==> config.mk <==
export PLATFORM = sky130hd
export DESIGN_NAME = lite_uart_regs
export DESIGN_NICKNAME = d
export VERILOG_FILES = /design/src/rtl/lite_uart_pkg.sv /design/src/rtl/lite_uart_ctrl.sv /design/src/rtl/lite_uart_rxfifo.sv /design/src/rtl/lite_uart_datapath.sv /design/src/rtl/lite_uart_regs.sv
export SDC_FILE = /design/constraint.sdc
export NUM_CORES = 1
export LEC_CHECK = 0
export BUFFER_PORTS_ARGS = -buffer_cell sky130_fd_sc_hd__buf_2
export CORE_MARGIN = 1
export CORE_UTILIZATION = 48
export DETAILED_ROUTE_END_ITERATION = 8
export GPL_TIMING_DRIVEN = 0
export MAX_ROUTING_LAYER = met4
export PLACE_DENSITY_LB_ADDON = 0.1
export REMOVE_ABC_BUFFERS = 1
export SLEW_MARGIN = 0
export SYNTH_ARGS = -nofsm -noshare
export SYNTH_HDL_FRONTEND = slang
export SYNTH_SLANG_ARGS = --single-unit
==> constraint.sdc <==
create_clock -name clk -period 2.6 [get_ports clk]
set_input_delay 0.13 -clock clk [delete_from_list [all_inputs] [get_ports clk]]
set_output_delay 0.13 -clock clk [all_outputs]
set_load 0.01 [all_outputs]
==> src/rtl/lite_uart_pkg.sv <==
package lite_uart_pkg;

  typedef enum logic [1:0] {
    REG_RX   = 2'd0,
    REG_TX   = 2'd1,
    REG_STAT = 2'd2,
    REG_CTRL = 2'd3
  } regSel_e;

  // status word bit positions
  localparam int ST_RX_VALID = 0;
  localparam int ST_RX_FULL  = 1;
  localparam int ST_TX_EMPTY = 2;
  localparam int ST_TX_FULL  = 3;
  localparam int ST_IRQ_PEND = 4;

  // control word bit positions
  localparam int CT_RX_FLUSH = 1;
  localparam int CT_IRQ_EN   = 4;

  typedef struct packed {
    logic rdAct;
    logic popRx;
    logic wrTx;
    logic wrStatus;
    logic wrCtrl;
    logic flushRx;
  } regStrobes_t;

endpackage

==> src/rtl/lite_uart_ctrl.sv <==
module lite_uart_ctrl
  import lite_uart_pkg::*;
#(
  parameter int ADDR_W = 5
) (
  input  logic [ADDR_W-1:0] busAddr,
  input  logic              busWrEn,
  input  logic              busRdEn,
  input  logic              flushBit,
  output regStrobes_t       strb,
  output regSel_e           regSel,
  output logic              selValid
);

  localparam int NUM_REGS = 4;

  logic [ADDR_W-1:0] wordIdx;
  logic              wrAct;
  logic              rdAct;

  assign wordIdx  = busAddr >> 2;
  assign selValid = (wordIdx < ADDR_W'(NUM_REGS));
  assign regSel   = regSel_e'(wordIdx[1:0]);

  // a write wins over a read presented in the same cycle
  assign wrAct = busWrEn && selValid;
  assign rdAct = busRdEn && !busWrEn && selValid;

  always_comb begin
    strb          = '0;
    strb.rdAct    = rdAct;
    strb.popRx    = rdAct && (regSel == REG_RX);
    strb.wrTx     = wrAct && (regSel == REG_TX);
    strb.wrStatus = wrAct && (regSel == REG_STAT);
    strb.wrCtrl   = wrAct && (regSel == REG_CTRL);
    strb.flushRx  = wrAct && (regSel == REG_CTRL) && flushBit;
  end

endmodule

==> src/rtl/lite_uart_rxfifo.sv <==
module lite_uart_rxfifo #(
  parameter int DEPTH  = 8,
  parameter int BYTE_W = 8
) (
  input  logic                       clk,
  input  logic                       rstN,
  input  logic                       pushValid,
  input  logic [BYTE_W-1:0]          pushData,
  output logic                       pushReady,
  input  logic                       pop,
  input  logic                       flush,
  output logic [BYTE_W-1:0]          headData,
  output logic [$clog2(DEPTH+1)-1:0] count,
  output logic [$clog2(DEPTH+1)-1:0] countNext
);

  localparam int PTR_W = $clog2(DEPTH);
  localparam int CNT_W = $clog2(DEPTH + 1);

  logic [BYTE_W-1:0] mem [DEPTH];
  logic [PTR_W-1:0]  wrPos;
  logic [PTR_W-1:0]  rdIdx;
  logic              doPush;
  logic              doPop;

  assign pushReady = (count != CNT_W'(DEPTH));
  assign doPush    = pushValid && pushReady && !flush;
  assign doPop     = pop && (count != '0) && !flush;

  // oldest entry sits count places behind the write position (wraps)
  assign rdIdx    = wrPos - count[PTR_W-1:0];
  assign headData = mem[rdIdx];

  always_comb begin
    if (flush) countNext = '0;
    else       countNext = count + CNT_W'(doPush) - CNT_W'(doPop);
  end

  always_ff @(posedge clk) begin
    if (!rstN) begin
      wrPos <= '0;
      count <= '0;
    end else begin
      count <= countNext;
      if (flush)       wrPos <= '0;
      else if (doPush) wrPos <= wrPos + PTR_W'(1);
    end
  end

  // one storage slot per entry
  for (genvar e = 0; e < DEPTH; e++) begin : gSlot
    always_ff @(posedge clk) begin
      if (!rstN)                                   mem[e] <= '0;
      else if (doPush && (wrPos == PTR_W'(e)))     mem[e] <= pushData;
    end
  end

endmodule

==> src/rtl/lite_uart_datapath.sv <==
module lite_uart_datapath
  import lite_uart_pkg::*;
#(
  parameter int DATA_W   = 32,
  parameter int RX_DEPTH = 8
) (
  input  logic                          clk,
  input  logic                          rstN,
  input  regStrobes_t                   strb,
  input  regSel_e                       regSel,
  input  logic [DATA_W-1:0]             busWrData,
  output logic [DATA_W-1:0]             busRdData,
  input  logic                          rxValid,
  input  logic [7:0]                    rxByte,
  output logic                          rxReady,
  output logic                          txStrobe,
  output logic [7:0]                    txByte,
  output logic                          irqOut,
  output logic                          statusWrErr,
  output logic                          irqPending,
  output logic [$clog2(RX_DEPTH+1)-1:0] rxCount
);

  localparam int CNT_W = $clog2(RX_DEPTH + 1);

  logic [DATA_W-1:0] ctrlReg;
  logic [DATA_W-1:0] txReg;
  logic [DATA_W-1:0] statusWord;
  logic [7:0]        headData;
  logic [CNT_W-1:0]  countNext;

  lite_uart_rxfifo #(
    .DEPTH (RX_DEPTH),
    .BYTE_W(8)
  ) uRxFifo (
    .clk      (clk),
    .rstN     (rstN),
    .pushValid(rxValid),
    .pushData (rxByte),
    .pushReady(rxReady),
    .pop      (strb.popRx),
    .flush    (strb.flushRx),
    .headData (headData),
    .count    (rxCount),
    .countNext(countNext)
  );

  always_ff @(posedge clk) begin
    if (!rstN) begin
      ctrlReg     <= '0;
      txReg       <= '0;
      irqPending  <= 1'b0;
      txStrobe    <= 1'b0;
      statusWrErr <= 1'b0;
    end else begin
      if (strb.wrCtrl) ctrlReg <= busWrData;
      if (strb.wrTx)   txReg   <= busWrData;
      irqPending  <= irqPending | strb.wrTx | (countNext != '0);
      txStrobe    <= strb.wrTx;
      statusWrErr <= strb.wrStatus;
    end
  end

  assign txByte = txReg[7:0];
  assign irqOut = irqPending & ctrlReg[CT_IRQ_EN];

  always_comb begin
    statusWord              = '0;
    statusWord[ST_RX_VALID] = (rxCount != '0);
    statusWord[ST_RX_FULL]  = (rxCount == CNT_W'(RX_DEPTH));
    statusWord[ST_TX_EMPTY] = 1'b1;
    statusWord[ST_TX_FULL]  = 1'b0;
    statusWord[ST_IRQ_PEND] = irqPending;
  end

  always_comb begin
    busRdData = '0;
    if (strb.rdAct) begin
      unique case (regSel)
        REG_RX:   busRdData = DATA_W'(headData);
        REG_TX:   busRdData = txReg;
        REG_STAT: busRdData = statusWord;
        REG_CTRL: busRdData = ctrlReg;
        default:  busRdData = '0;
      endcase
    end
  end

endmodule

==> src/rtl/lite_uart_regs.sv <==
module lite_uart_regs
  import lite_uart_pkg::*;
#(
  parameter int ADDR_W   = 5,
  parameter int DATA_W   = 32,
  parameter int RX_DEPTH = 8
) (
  input  logic              clk,
  input  logic              rstN,
  input  logic [ADDR_W-1:0] busAddr,
  input  logic              busWrEn,
  input  logic              busRdEn,
  input  logic [DATA_W-1:0] busWrData,
  output logic [DATA_W-1:0] busRdData,
  input  logic              rxValid,
  input  logic [7:0]        rxByte,
  output logic              rxReady,
  output logic              txStrobe,
  output logic [7:0]        txByte,
  output logic              irqOut,
  output logic              statusWrErr
);

  localparam int CNT_W = $clog2(RX_DEPTH + 1);

  regStrobes_t      strb;
  regSel_e          regSel;
  logic             selValid;
  logic             irqPending;
  logic [CNT_W-1:0] rxCount;

  lite_uart_ctrl #(
    .ADDR_W(ADDR_W)
  ) uCtrl (
    .busAddr (busAddr),
    .busWrEn (busWrEn),
    .busRdEn (busRdEn),
    .flushBit(busWrData[CT_RX_FLUSH]),
    .strb    (strb),
    .regSel  (regSel),
    .selValid(selValid)
  );

  lite_uart_datapath #(
    .DATA_W  (DATA_W),
    .RX_DEPTH(RX_DEPTH)
  ) uData (
    .clk        (clk),
    .rstN       (rstN),
    .strb       (strb),
    .regSel     (regSel),
    .busWrData  (busWrData),
    .busRdData  (busRdData),
    .rxValid    (rxValid),
    .rxByte     (rxByte),
    .rxReady    (rxReady),
    .txStrobe   (txStrobe),
    .txByte     (txByte),
    .irqOut     (irqOut),
    .statusWrErr(statusWrErr),
    .irqPending (irqPending),
    .rxCount    (rxCount)
  );

  logic unusedSelValid;
  assign unusedSelValid = selValid;

endmodule

==> results of run 1 <==
final cells by class:
| type | instances | area (um^2) | share of cell area [%] |
|---|---|---|---|
| Sequential cell | 138 | 3410 | 41.4 |
| Tap cell | 176 | 220 | 2.67 |
| Clock inverter | 9 | 56.3 | 0.684 |
| Multi-Input combinational cell | 441 | 3020 | 36.7 |
| Timing Repair Buffer | 138 | 951 | 11.5 |
| Inverter | 12 | 45.0 | 0.547 |
| Clock buffer | 23 | 531 | 6.44 |
how the worst max path moves through the flow:
stage	slack [ns]	startpoint	endpoint
after global routing	-0.22	uData.uRxFifo.count[2]$_SDFF_PN0_	uData.irqPending$_SDFF_PN0_
after CTS	-0.12	uData.uRxFifo.wrPos[0]$_SDFFE_PP0N_	busRdData[0]
after floorplan	-0.20	uData.uRxFifo.count[2]$_SDFF_PN0_	uData.irqPending$_SDFF_PN0_
after global placement	-1.72	busAddr[3]	uData.irqPending$_SDFF_PN0_
after detailed placement	-1.73	busAddr[3]	uData.irqPending$_SDFF_PN0_
final	-0.09	uData.uRxFifo.count[2]$_SDFF_PN0_	uData.irqPending$_SDFF_PN0_
worst max-delay path, delay by kind of cell, from the launching register on:
family / cells / cell delay, ns
adder cells (fa/ha/maj): 4 / 0.96
flip-flops: 1 / 0.37
buffers and inverters: 2 / 0.14
AND/OR/NAND/NOR: 6 / 1.02
AO/OA/AOI/OAI: 1 / 0.09
through the flow:
stage	hold WS, ns	util (%)	instances
finish	0.0807	62.0	937
detailed placement	0.391	53.2	860
global route	0.0889	62.0	937
CTS	0.0721	61.5	934
floorplan	0.207	-	590
global placement	0.382	52.9	857
registers in the layout, indices dropped and copies added (netlist names):
register and count:
uData.uRxFifo.wrPos 3, uData.irqPending 1, uData.txReg 32, uData.uRxFifo.count 4
uData.uRxFifo.mem 64, uData.statusWrErr 1, uData.ctrlReg 32, uData.txStrobe 1
layer usage:
metal	routed length (um)	up-vias	global-route usage (%)
met5	0	-	-
met4	296	0	9.49
met3	540	23	4.31
met2	7980	118	40.4
met1	6690	2319	27.1
li1	-	2382	-
placed cells by master, fill, tap and decap left out, types with 3 or more instances in the layout:
master and count:
nand2_1 147, buf_2 90, dfxtp_1 71, and2_1 67, edfxtp_1 64, a21boi_0 59, nor2_1 41, mux2i_1 32
dlygate4sd3_1 32, clkbuf_16 19, mux4_2 16, ha_1 11, buf_4 9, inv_1 8, o21ai_0 8, a21oi_1 7
o21ai_1 6, a21boi_1 5, inv_2 4, clkbuf_8 4, clkinv_2 4, and3_1 3, mux2i_2 3, buf_12 3
logic make-up after synthesis:
| group | after synthesis | synth area share, % |
|---|---|---|
| AND/OR/NAND/NOR | 273 | 18.9 |
| XOR/XNOR | 5 | 0.951 |
| adder cells (fa/ha/maj) | 15 | 3.08 |
| AO/OA/AOI/OAI | 96 | 10.4 |
| flip-flops | 138 | 51.7 |
| buffers and inverters | 58 | 4.16 |
| multiplexers | 51 | 10.8 |
report_power, final:
part	leakage, nW	internal (mW)	total (mW)	switching (mW)
Clock	0.292	1.43	2.34	0.906
Sequential	1.27	2.43	2.50	0.0778
Combinational	1.68	0.926	1.74	0.810
repair_timing:
action                     in CTS  in global routing
hold endpoints to repair       59                  0
gates resized for setup        31                 10
cloned                          1                  0
hold buffers                   32                  0
pin swaps                       6                  8
setup endpoints to repair     144                 34
buffers inserted                9                  3
cells in the mapped netlist, types with 2 or more instances:
master / instances
a21boi_0: 59
inv_1: 12
nand2b_1: 2
fa_1: 2
clkbuf_1: 22
and2_1: 67
nor2_1: 42
ha_1: 13
a21boi_1: 5
xnor2_1: 4
o211ai_1: 2
o21ai_0: 14
nor3_1: 2
edfxtp_1: 64
mux4_2: 16
dfxtp_1: 74
and3_1: 3
a221oi_1: 4
buf_2: 11
mux2i_1: 35
nand2_1: 147
buf_4: 11
a21oi_1: 7
==> out/results.ini, run 1 <==
[hold_path]
min_from=rxByte[7]
hold_path_depth=2
min_to=uData.uRxFifo.mem[0][7]$_SDFFCE_PN0P_
hp-class=input pin to register

[yosys]
syn_avg_cell_area_um2=10.3
syn_inst=636
synth-warning-count=0
synth_edf_count=64
yosysUniqueCellTypes=41
ys.flop_type=dfxtp_1
yosysTopAreaCellShare_pct=29.2
async_reset_ff_share_pct=0
ys_top_cells_by_area=edfxtp_1 29%, dfxtp_1 23%, nand2_1 8.4%
ys_seq_area_share_pct=51.7
synth-seq-cells=138
synthesis.area_mm2=0.00658
yosys.area.top_type=edfxtp_1

[placed_design]
dp_hpwl_um=9760
dp_slack_ns=-1.73
place.gp.congestion=0.816
place_area_mm2=0.00707
port_buffers=91

[drt]
num_vias=4842
drt_first_pass_iters=7
drc_errors=0
viasPerCell=5.17
wl_um=15500
wl_per_cell_um=16.6
detail-route-antenna-nets=0
drt_iter0_markers=286

[worst_setup_path]
slowest_stage=fa_2
cpPeakStageDelay_ns=0.45
crit_chain=inv_2 > ha_1 > or3b_4 > and2_4 > nand2_4 > ha_1 > inv_2 > ha_4 > fa_2 > nor2_2 > nand2_1 > nor3_2 > o31ai_1
worstPathArrival_ns=2.98
critPathLaunchType=register
r2r_cells=13
required_ns=2.89
r2r-end=uData.irqPending$_SDFF_PN0_
crit_fanout=5
worstSetupPathType=register to register
reg2reg_from=uData.uRxFifo.count[2]$_SDFF_PN0_
setup.worst_path.end_class=register
r2r_setup_slack_ns=-0.09

[clocking]
cts_max_path_buffers=2
cts_root_buf=clkbuf_16
cts_inserted_buffers=17
cts_tree=done
clk_pin_slew_ns=0.06
insertion_delay_ns=0.42
cts_sinks=138
htreeDepth=4

[sta]
fin_crit_sh_pct=103
slew_headroom_pct=14.7
fin_crit_ns=2.69
tightest_slew_ns=1.28
clock.fmax_ghz=0.372
grt_setup_unrepaired=yes
finalSetupTns_ns=-0.510
finClkSkew_ns=0.00499
finalSetupViolations=9
maxSlewViolCount=0
hold_viol_final=0
layout_setup_ws_ns=-0.0859

[floorplan]
start_util_pct=49.5
fp.dieW_um=119
core-area_mm2=0.0133
rows=42
die_h_um=119
pin_count=94
dieArea_mm2=0.0142

[power]
ir_drop_v=0.000459
power_mw=6.58
power_density_mw_per_mm2=798
p_leak_nw=3.24

[global_routing]
first_global_vias=4939
overflow=0
grt_usage_pct=23.5
grt_start_max_net_pins=80
grt_pass1_wl_um=24500
antenna_found_initial=0

[finish]
design_area_mm2=0.00824
num-nets-final=813
fillers=1096
antenna_cells=0
drive_above_1_share_pct=24.0
area_growth_pct=25.2

[outcome]
violations=negative setup slack
status=finished with violations

[flow_run]
maxCapViolations=0

Power figures use the tool's default switching activity.
==> inputs of run 2 (changes only) <==
--- a/config.mk
+++ b/config.mk
@@ -16,4 +16,5 @@
 export SLEW_MARGIN = 0
 export SYNTH_ARGS = -nofsm -noshare
 export SYNTH_HDL_FRONTEND = slang
+export SYNTH_HIERARCHICAL = 1
 export SYNTH_SLANG_ARGS = --single-unit
==> constraint.sdc (replaced) <==
create_clock -name clk -period 2.6 [get_ports clk]
set_input_delay 0.13 -clock clk [delete_from_list [all_inputs] [get_ports clk]]
set_output_delay 0.13 -clock clk [all_outputs]
set_load 0.005 [all_outputs]
==> run 2 against run 1 <==
  * The flow still finishes with violations (negative setup slack)
  * Non-clock buffer count increased by 12
  * Via count decreased by 4.6%
  * Core utilization increased by 0.29 points
  * Total power increased by 2.2%
  * Register-to-register slack improved by 0.03 ns
  * Wire length decreased by 0.61%
  * Count of clock-buffer cells in the layout increased by 3
  * Die area increased by 3.5%
  * Clock power increased by 8%
  * Clock skew increased by 0.00080 ns
  * Fmax decreased by 13%
  * Area after synthesis increased by 3.6%
==> out/results.ini, run 2 <==
[power]
switchingPower_mw=1.75
p_int_mw=4.98
power_mw=6.72
switching_share_pct=26.0
ir_drop_v=0.000500
seqPwrFrac_pct=36.9
power_frac_comb_pct=25.4
p_leak_nw=3.36
clkPwrFrac_pct=37.7
power_density_mw_per_mm2=778

[placed_design]
port_buffers=91
dp.cells=808
dp_hpwl_um=9710
place.gp.congestion=0.806

[floorplan]
dieArea_mm2=0.0147
fp.dieW_um=121
core-area_mm2=0.0139
pin_count=94
die_h_um=121
start_util_pct=49.1
rows=43

[yosys]
syn_inst=571
synthesis.area_mm2=0.00682
synth-warning-count=6
syn_avg_cell_area_um2=11.9

[drt]
wl_um=15400
drc_errors=0
drt_first_pass_iters=4
num_vias=4617
detail-route-antenna-nets=0
drt_iter0_markers=232
wl_per_cell_um=17.3
viasPerCell=5.17

[outcome]
status=finished with violations
violations=negative setup slack

[finish]
final_cells=893
max_flop_register=uData/uRxFifo/mem
finalCoreUtilization_pct=62.2
reg_top3=uData/uRxFifo/mem: 64 flops, uData/ctrlReg: 32 flops, uData/txReg: 32 flops
antenna_cells=0
num-nets-final=765
multiInputGateArea_mm2=0.00327
area_growth_pct=26.7
largest_reg_flops=64
drive_above_1_share_pct=30.2
fillers=1142
mostFrequentLayoutCells=91 x buf_2, 91 x mux2i_1, 72 x nor2b_1, 70 x and2_1, 69 x dfxtp_1
seq_area_mm2=0.00341

[sta]
fin_crit_ns=3.08
slew_headroom_pct=21.4
finalSetupViolations=9
whs_ns=0.0543
tightest_slew_ns=1.18
maxSlewViolCount=0
finalSetupTns_ns=-3.43
clock.fmax_ghz=0.325
layout_setup_ws_ns=-0.478
finClkSkew_ns=0.00578
hold_viol_final=0
fin_crit_sh_pct=118
grt_setup_unrepaired=yes

[global_routing]
grt_usage_pct=22.6
busiest_layer=met2
overflow=0
grt_use_met3_pct=5.40
grt_start_max_net_pins=83
grt_pass1_wl_um=24000
antenna_found_initial=0
first_global_vias=4759
grtUsageMet2_pct=38.5
grt_use_met1_pct=26.4

[clocking]
cts_tree=done
insertion_delay_ns=0.42
htreeDepth=4
clk_pin_slew_ns=0.05
cts_root_buf=clkbuf_16
cts_inserted_buffers=17
cts_sinks=138
cts_max_path_buffers=2

[flow_run]
maxCapViolations=0

[worst_setup_path]
slowest_stage=fa_2
worstPathArrival_ns=2.95
required_ns=2.47
cpPeakStageDelay_ns=0.60
worstSetupPathType=register to output port
crit_chain=inv_2 > ha_4 > inv_2 > fa_2 > mux4_2 > mux2_4 > mux4_2 > and2_1 > buf_2
setup.worst_path.end_class=output port
critPathLaunchType=register
crit_fanout=3

[hold_path]
hp-class=input pin to register

run 2: changes by cell type in the layout (fill, tap and decap cells not counted), sizes merged, moves of 13 or more:
cell	previous run	this run
nand2	148	9
mux2i	35	91
a21boi	64	0
nor2b	1	74
mux2	0	13
nor2	43	29
run 2: power by group through the flow:
stage	Clock (mW)	Sequential, mW	Combinational, mW
finish	2.53	2.48	1.71
detailed placement	0	2.53	1.31
global placement	0	2.52	1.29
global route	2.67	2.50	1.84
CTS	2.57	2.48	1.66
floorplan	0	2.50	0.943
run 2: what timing repair did:
action / CTS / global route
endpoints found under the setup margin: 28 / 9
hold buffers: 34 / 0
pin swaps: 7 / 6
setup buffers: 18 / 0
resized for setup: 28 / 11
endpoints found under the hold margin: 52 / 0
run 2: layer usage:
metal | share of wire [%] | up-vias
li1 | - | 2247
met1 | 44 | 2257
met2 | 51 | 100
met3 | 4.0 | 13
met4 | 1.0 | 0
met5 | 0 | -
run 2: final timing paths:
path,startpoint,endpoint,slack [ns],cells past startpoint
hold reg to reg,uData/txReg[19]$_SDFFE_PN0P_,uData/txReg[19]$_SDFFE_PN0P_,0.51,2
setup reg to reg,uData/uRxFifo/count[2]$_SDFF_PN0_,uData/irqPending$_SDFF_PN0_,-0.06,12
hold / removal,rxValid,uData/uRxFifo/wrPos[0]$_SDFFE_PP0P_,0.05,3
setup / recovery,uData/uRxFifo/wrPos[0]$_SDFFE_PP0P_,busRdData[4],-0.48,9
run 2: final cells by class:
| type | instances | share of cell area (%) |
|---|---|---|
| timing repair buffer | 150 | 11.9 |
| clock buffer | 26 | 6.68 |
| inverter | 15 | 0.681 |
| sequential | 138 | 39.5 |
| tap | 180 | 2.61 |
| clock inverter | 6 | 0.768 |
| multi-input combinational | 378 | 37.9 |
run 2: stage by stage:
stage	setup slack (ns)	area, um^2
floorplan	-0.360	6600
global placement	-1.23	7280
detailed placement	-1.26	7350
CTS	-0.484	8580
global route	-0.577	8640
finish	-0.478	8640
run 2: critical path: cells and delay by family (launching register included):
| kind | cells | cell delay [ns] |
|---|---|---|
| adder cells (fa/ha/maj) | 2 | 0.73 |
| buffers and inverters | 3 | 0.23 |
| flip-flops | 1 | 0.32 |
| multiplexers | 3 | 1.10 |
| AND/OR/NAND/NOR | 1 | 0.16 |
==> inputs of run 3 (changes only) <==
--- a/config.mk
+++ b/config.mk
@@ -6,8 +6,9 @@
 export NUM_CORES = 1
 export LEC_CHECK = 0
 export BUFFER_PORTS_ARGS = -buffer_cell sky130_fd_sc_hd__buf_2
-export CORE_MARGIN = 1
+export CORE_MARGIN = 5
 export CORE_UTILIZATION = 48
+export CTS_CLUSTER_SIZE = 12
 export DETAILED_ROUTE_END_ITERATION = 8
 export GPL_TIMING_DRIVEN = 0
 export MAX_ROUTING_LAYER = met4
==> run 3 against run 2 <==
  * The run still ends with negative setup slack left
  * Critical path depth did not move
  * Fmax fell by 0.40%
  * Sequential power barely moved
  * Worst setup slack got worse by 0.012 ns
  * Cell count fell by 1.3%
  * Non-clock buffer count fell by 12
  * Wire length fell by 1.6%
  * First-iteration DRC count rose by 18%
  * Final area fell by 0.93%
  * Critical path type unchanged
  * Largest cell class unchanged
  * Largest power group unchanged
==> out/results.ini, run 3 (same netlist as run 2, synthesis figures left out) <==
[worst_setup_path]
required_ns=2.47
worstPathArrival_ns=2.96
worstSetupStartpoint=uData/uRxFifo/wrPos[0]$_SDFFE_PP0P_
reg2reg_from=uData/uRxFifo/count[2]$_SDFF_PN0_
r2r_cells=12
worstSetupPathType=register to output port
setup.worst_path.end_class=output port
crit_fanout=4
r2r_setup_slack_ns=-0.07
r2r-end=uData/irqPending$_SDFF_PN0_
critPathLaunchType=register

[floorplan]
start_util_pct=49.1
pin_count=94
die_h_um=129
core-area_mm2=0.0139
rows=43
fp.dieW_um=129
dieArea_mm2=0.0167

[sta]
clock.fmax_ghz=0.324
fin_crit_sh_pct=119
fin_crit_ns=3.09
finalSetupViolations=9
finalSetupTns_ns=-3.00
tightest_slew_ns=1.11
finClkSkew_ns=0.00939
layout_setup_ws_ns=-0.491
slew_headroom_pct=26.3
hold_viol_final=0
maxSlewViolCount=0
grt_setup_unrepaired=yes

[global_routing]
grt_pass1_wl_um=24600
antenna_found_initial=0
grt_usage_pct=19.7
grt_start_max_net_pins=83
first_global_vias=4681
overflow=0

[placed_design]
place.gp.congestion=0.761
dp.cells=806
dp_hpwl_um=9790
port_buffers=91

[outcome]
status=finished with violations
violations=negative setup slack

[drt]
drc_errors=0
wl_um=15200
num_vias=4528
drt_first_pass_iters=5
viasPerCell=5.14
drt_iter0_markers=273
detail-route-antenna-nets=0
wl_per_cell_um=17.2

[power]
p_int_mw=5.09
seqPwrFrac_pct=36.3
power_frac_comb_pct=26.0
power_density_mw_per_mm2=799
p_leak_nw=3.31
power_mw=6.84
clkPwrFrac_pct=37.7
switching_share_pct=25.7
switchingPower_mw=1.75
ir_drop_v=0.000481

[flow_run]
maxCapViolations=0

[clocking]
cts_root_buf=clkbuf_16
cts_max_path_buffers=2
insertion_delay_ns=0.42
htreeDepth=4
cts_sinks=138
clk_pin_slew_ns=0.06
cts_inserted_buffers=17
cts_tree=done

[hold_path]
min_from=busWrData[30]
hold_path_depth=3
hp-class=input pin to register
min_to=uData/ctrlReg[30]$_SDFFE_PN0P_

[finish]
max_flop_register=uData/uRxFifo/mem
fillers=1114
reg_top3=uData/uRxFifo/mem: 64 flops, uData/ctrlReg: 32 flops, uData/txReg: 32 flops
final_cells=881
finalCoreUtilization_pct=61.7
largest_reg_flops=64
num-nets-final=753
area_growth_pct=25.5
drive_above_1_share_pct=30.4
multiInputGateArea_mm2=0.00329
final_common_cell=mux2i_1
mostFrequentLayoutCells=91 x mux2i_1, 89 x buf_2, 72 x nor2b_1, 69 x and2_1, 69 x dfxtp_1
antenna_cells=0
seq_area_mm2=0.00341

==> run 3: changes by cell type in the layout (fill, tap and decap cells not counted), sizes merged <==
| cell | change |
|---|---|
| clkinvlp | +2 |
| buf | -3 |
| clkinv | +4 |
| clkbuf | -9 |
| inv | -2 |
| dlygate4sd3 | -8 |
| bufinv | +4 |
==> run 3: power groups by stage <==
stage	registers, mW	logic (mW)	clock network (mW)
3_5_place_dp	2.53	1.32	0
6_report	2.48	1.78	2.58
4_1_cts	2.48	1.76	2.63
5_1_grt	2.50	1.91	2.74
3_3_place_gp	2.52	1.30	0
2_1_floorplan	2.50	0.943	0
==> run 3: cell type report <==
class	instances	share of cell area, %
sequential	138	39.9
multi-input combinational	378	38.4
timing repair buffer	138	11.0
clock buffer	18	5.01
tap	180	2.63
clock inverter	14	2.37
inverter	15	0.658
==> run 3: worst max-delay path, stage by stage, from the launching register on <==
cell and delay (ns):
dfxtp_2 0.32, inv_2 0.08, ha_4 0.12, inv_2 0.03, fa_2 0.62, mux4_2 0.35, mux2_4 0.30, mux4_2 0.45
and2_4 0.17, buf_6 0.11
==> run 3: how the worst max path moves through the flow <==
stage                                              to  slack [ns]  depth (start not counted)
final                                    busRdData[4]       -0.49                          9
after CTS                                busRdData[4]       -0.51                          9
after global routing                     busRdData[4]       -0.58                          9
after global placement    uData/irqPending$_SDFF_PN0_       -1.23                         11
after detailed placement  uData/irqPending$_SDFF_PN0_       -1.27                         11
after floorplan           uData/irqPending$_SDFF_PN0_       -0.36                         12
==> run 3: metrics by stage <==
step / instance area, um^2 / worst slack, ns / hold WS [ns]
after global placement: 7280 / -1.23 / 0.405
final: 8560 / -0.491 / 0.0120
after detailed placement: 7340 / -1.27 / 0.412
after floorplan: 6600 / -0.360 / 0.239
after CTS: 8510 / -0.514 / 0.0000894
after global routing: 8560 / -0.582 / 0.0271
==> run 3: what timing repair did <==
item | CTS | global route
hold buffers | 26 | 0
cloned | 0 | 0
endpoints found under the setup margin | 44 | 17
resized for setup | 42 | 10
buffers inserted | 16 | 1
hold endpoints to repair | 40 | 0
pin swaps | 8 | 2
==> run 3: per-layer routing <==
metal / track usage [%] / wire, um / vias up / part of all wire, %
met5: - / 0 / - / 0
met4: 5.81 / 92 / 0 / 0.61
met3: 4.04 / 734 / 7 / 4.8
met2: 32.7 / 7770 / 99 / 51
met1: 24.5 / 6580 / 2197 / 43
li1: - / - / 2225 / -
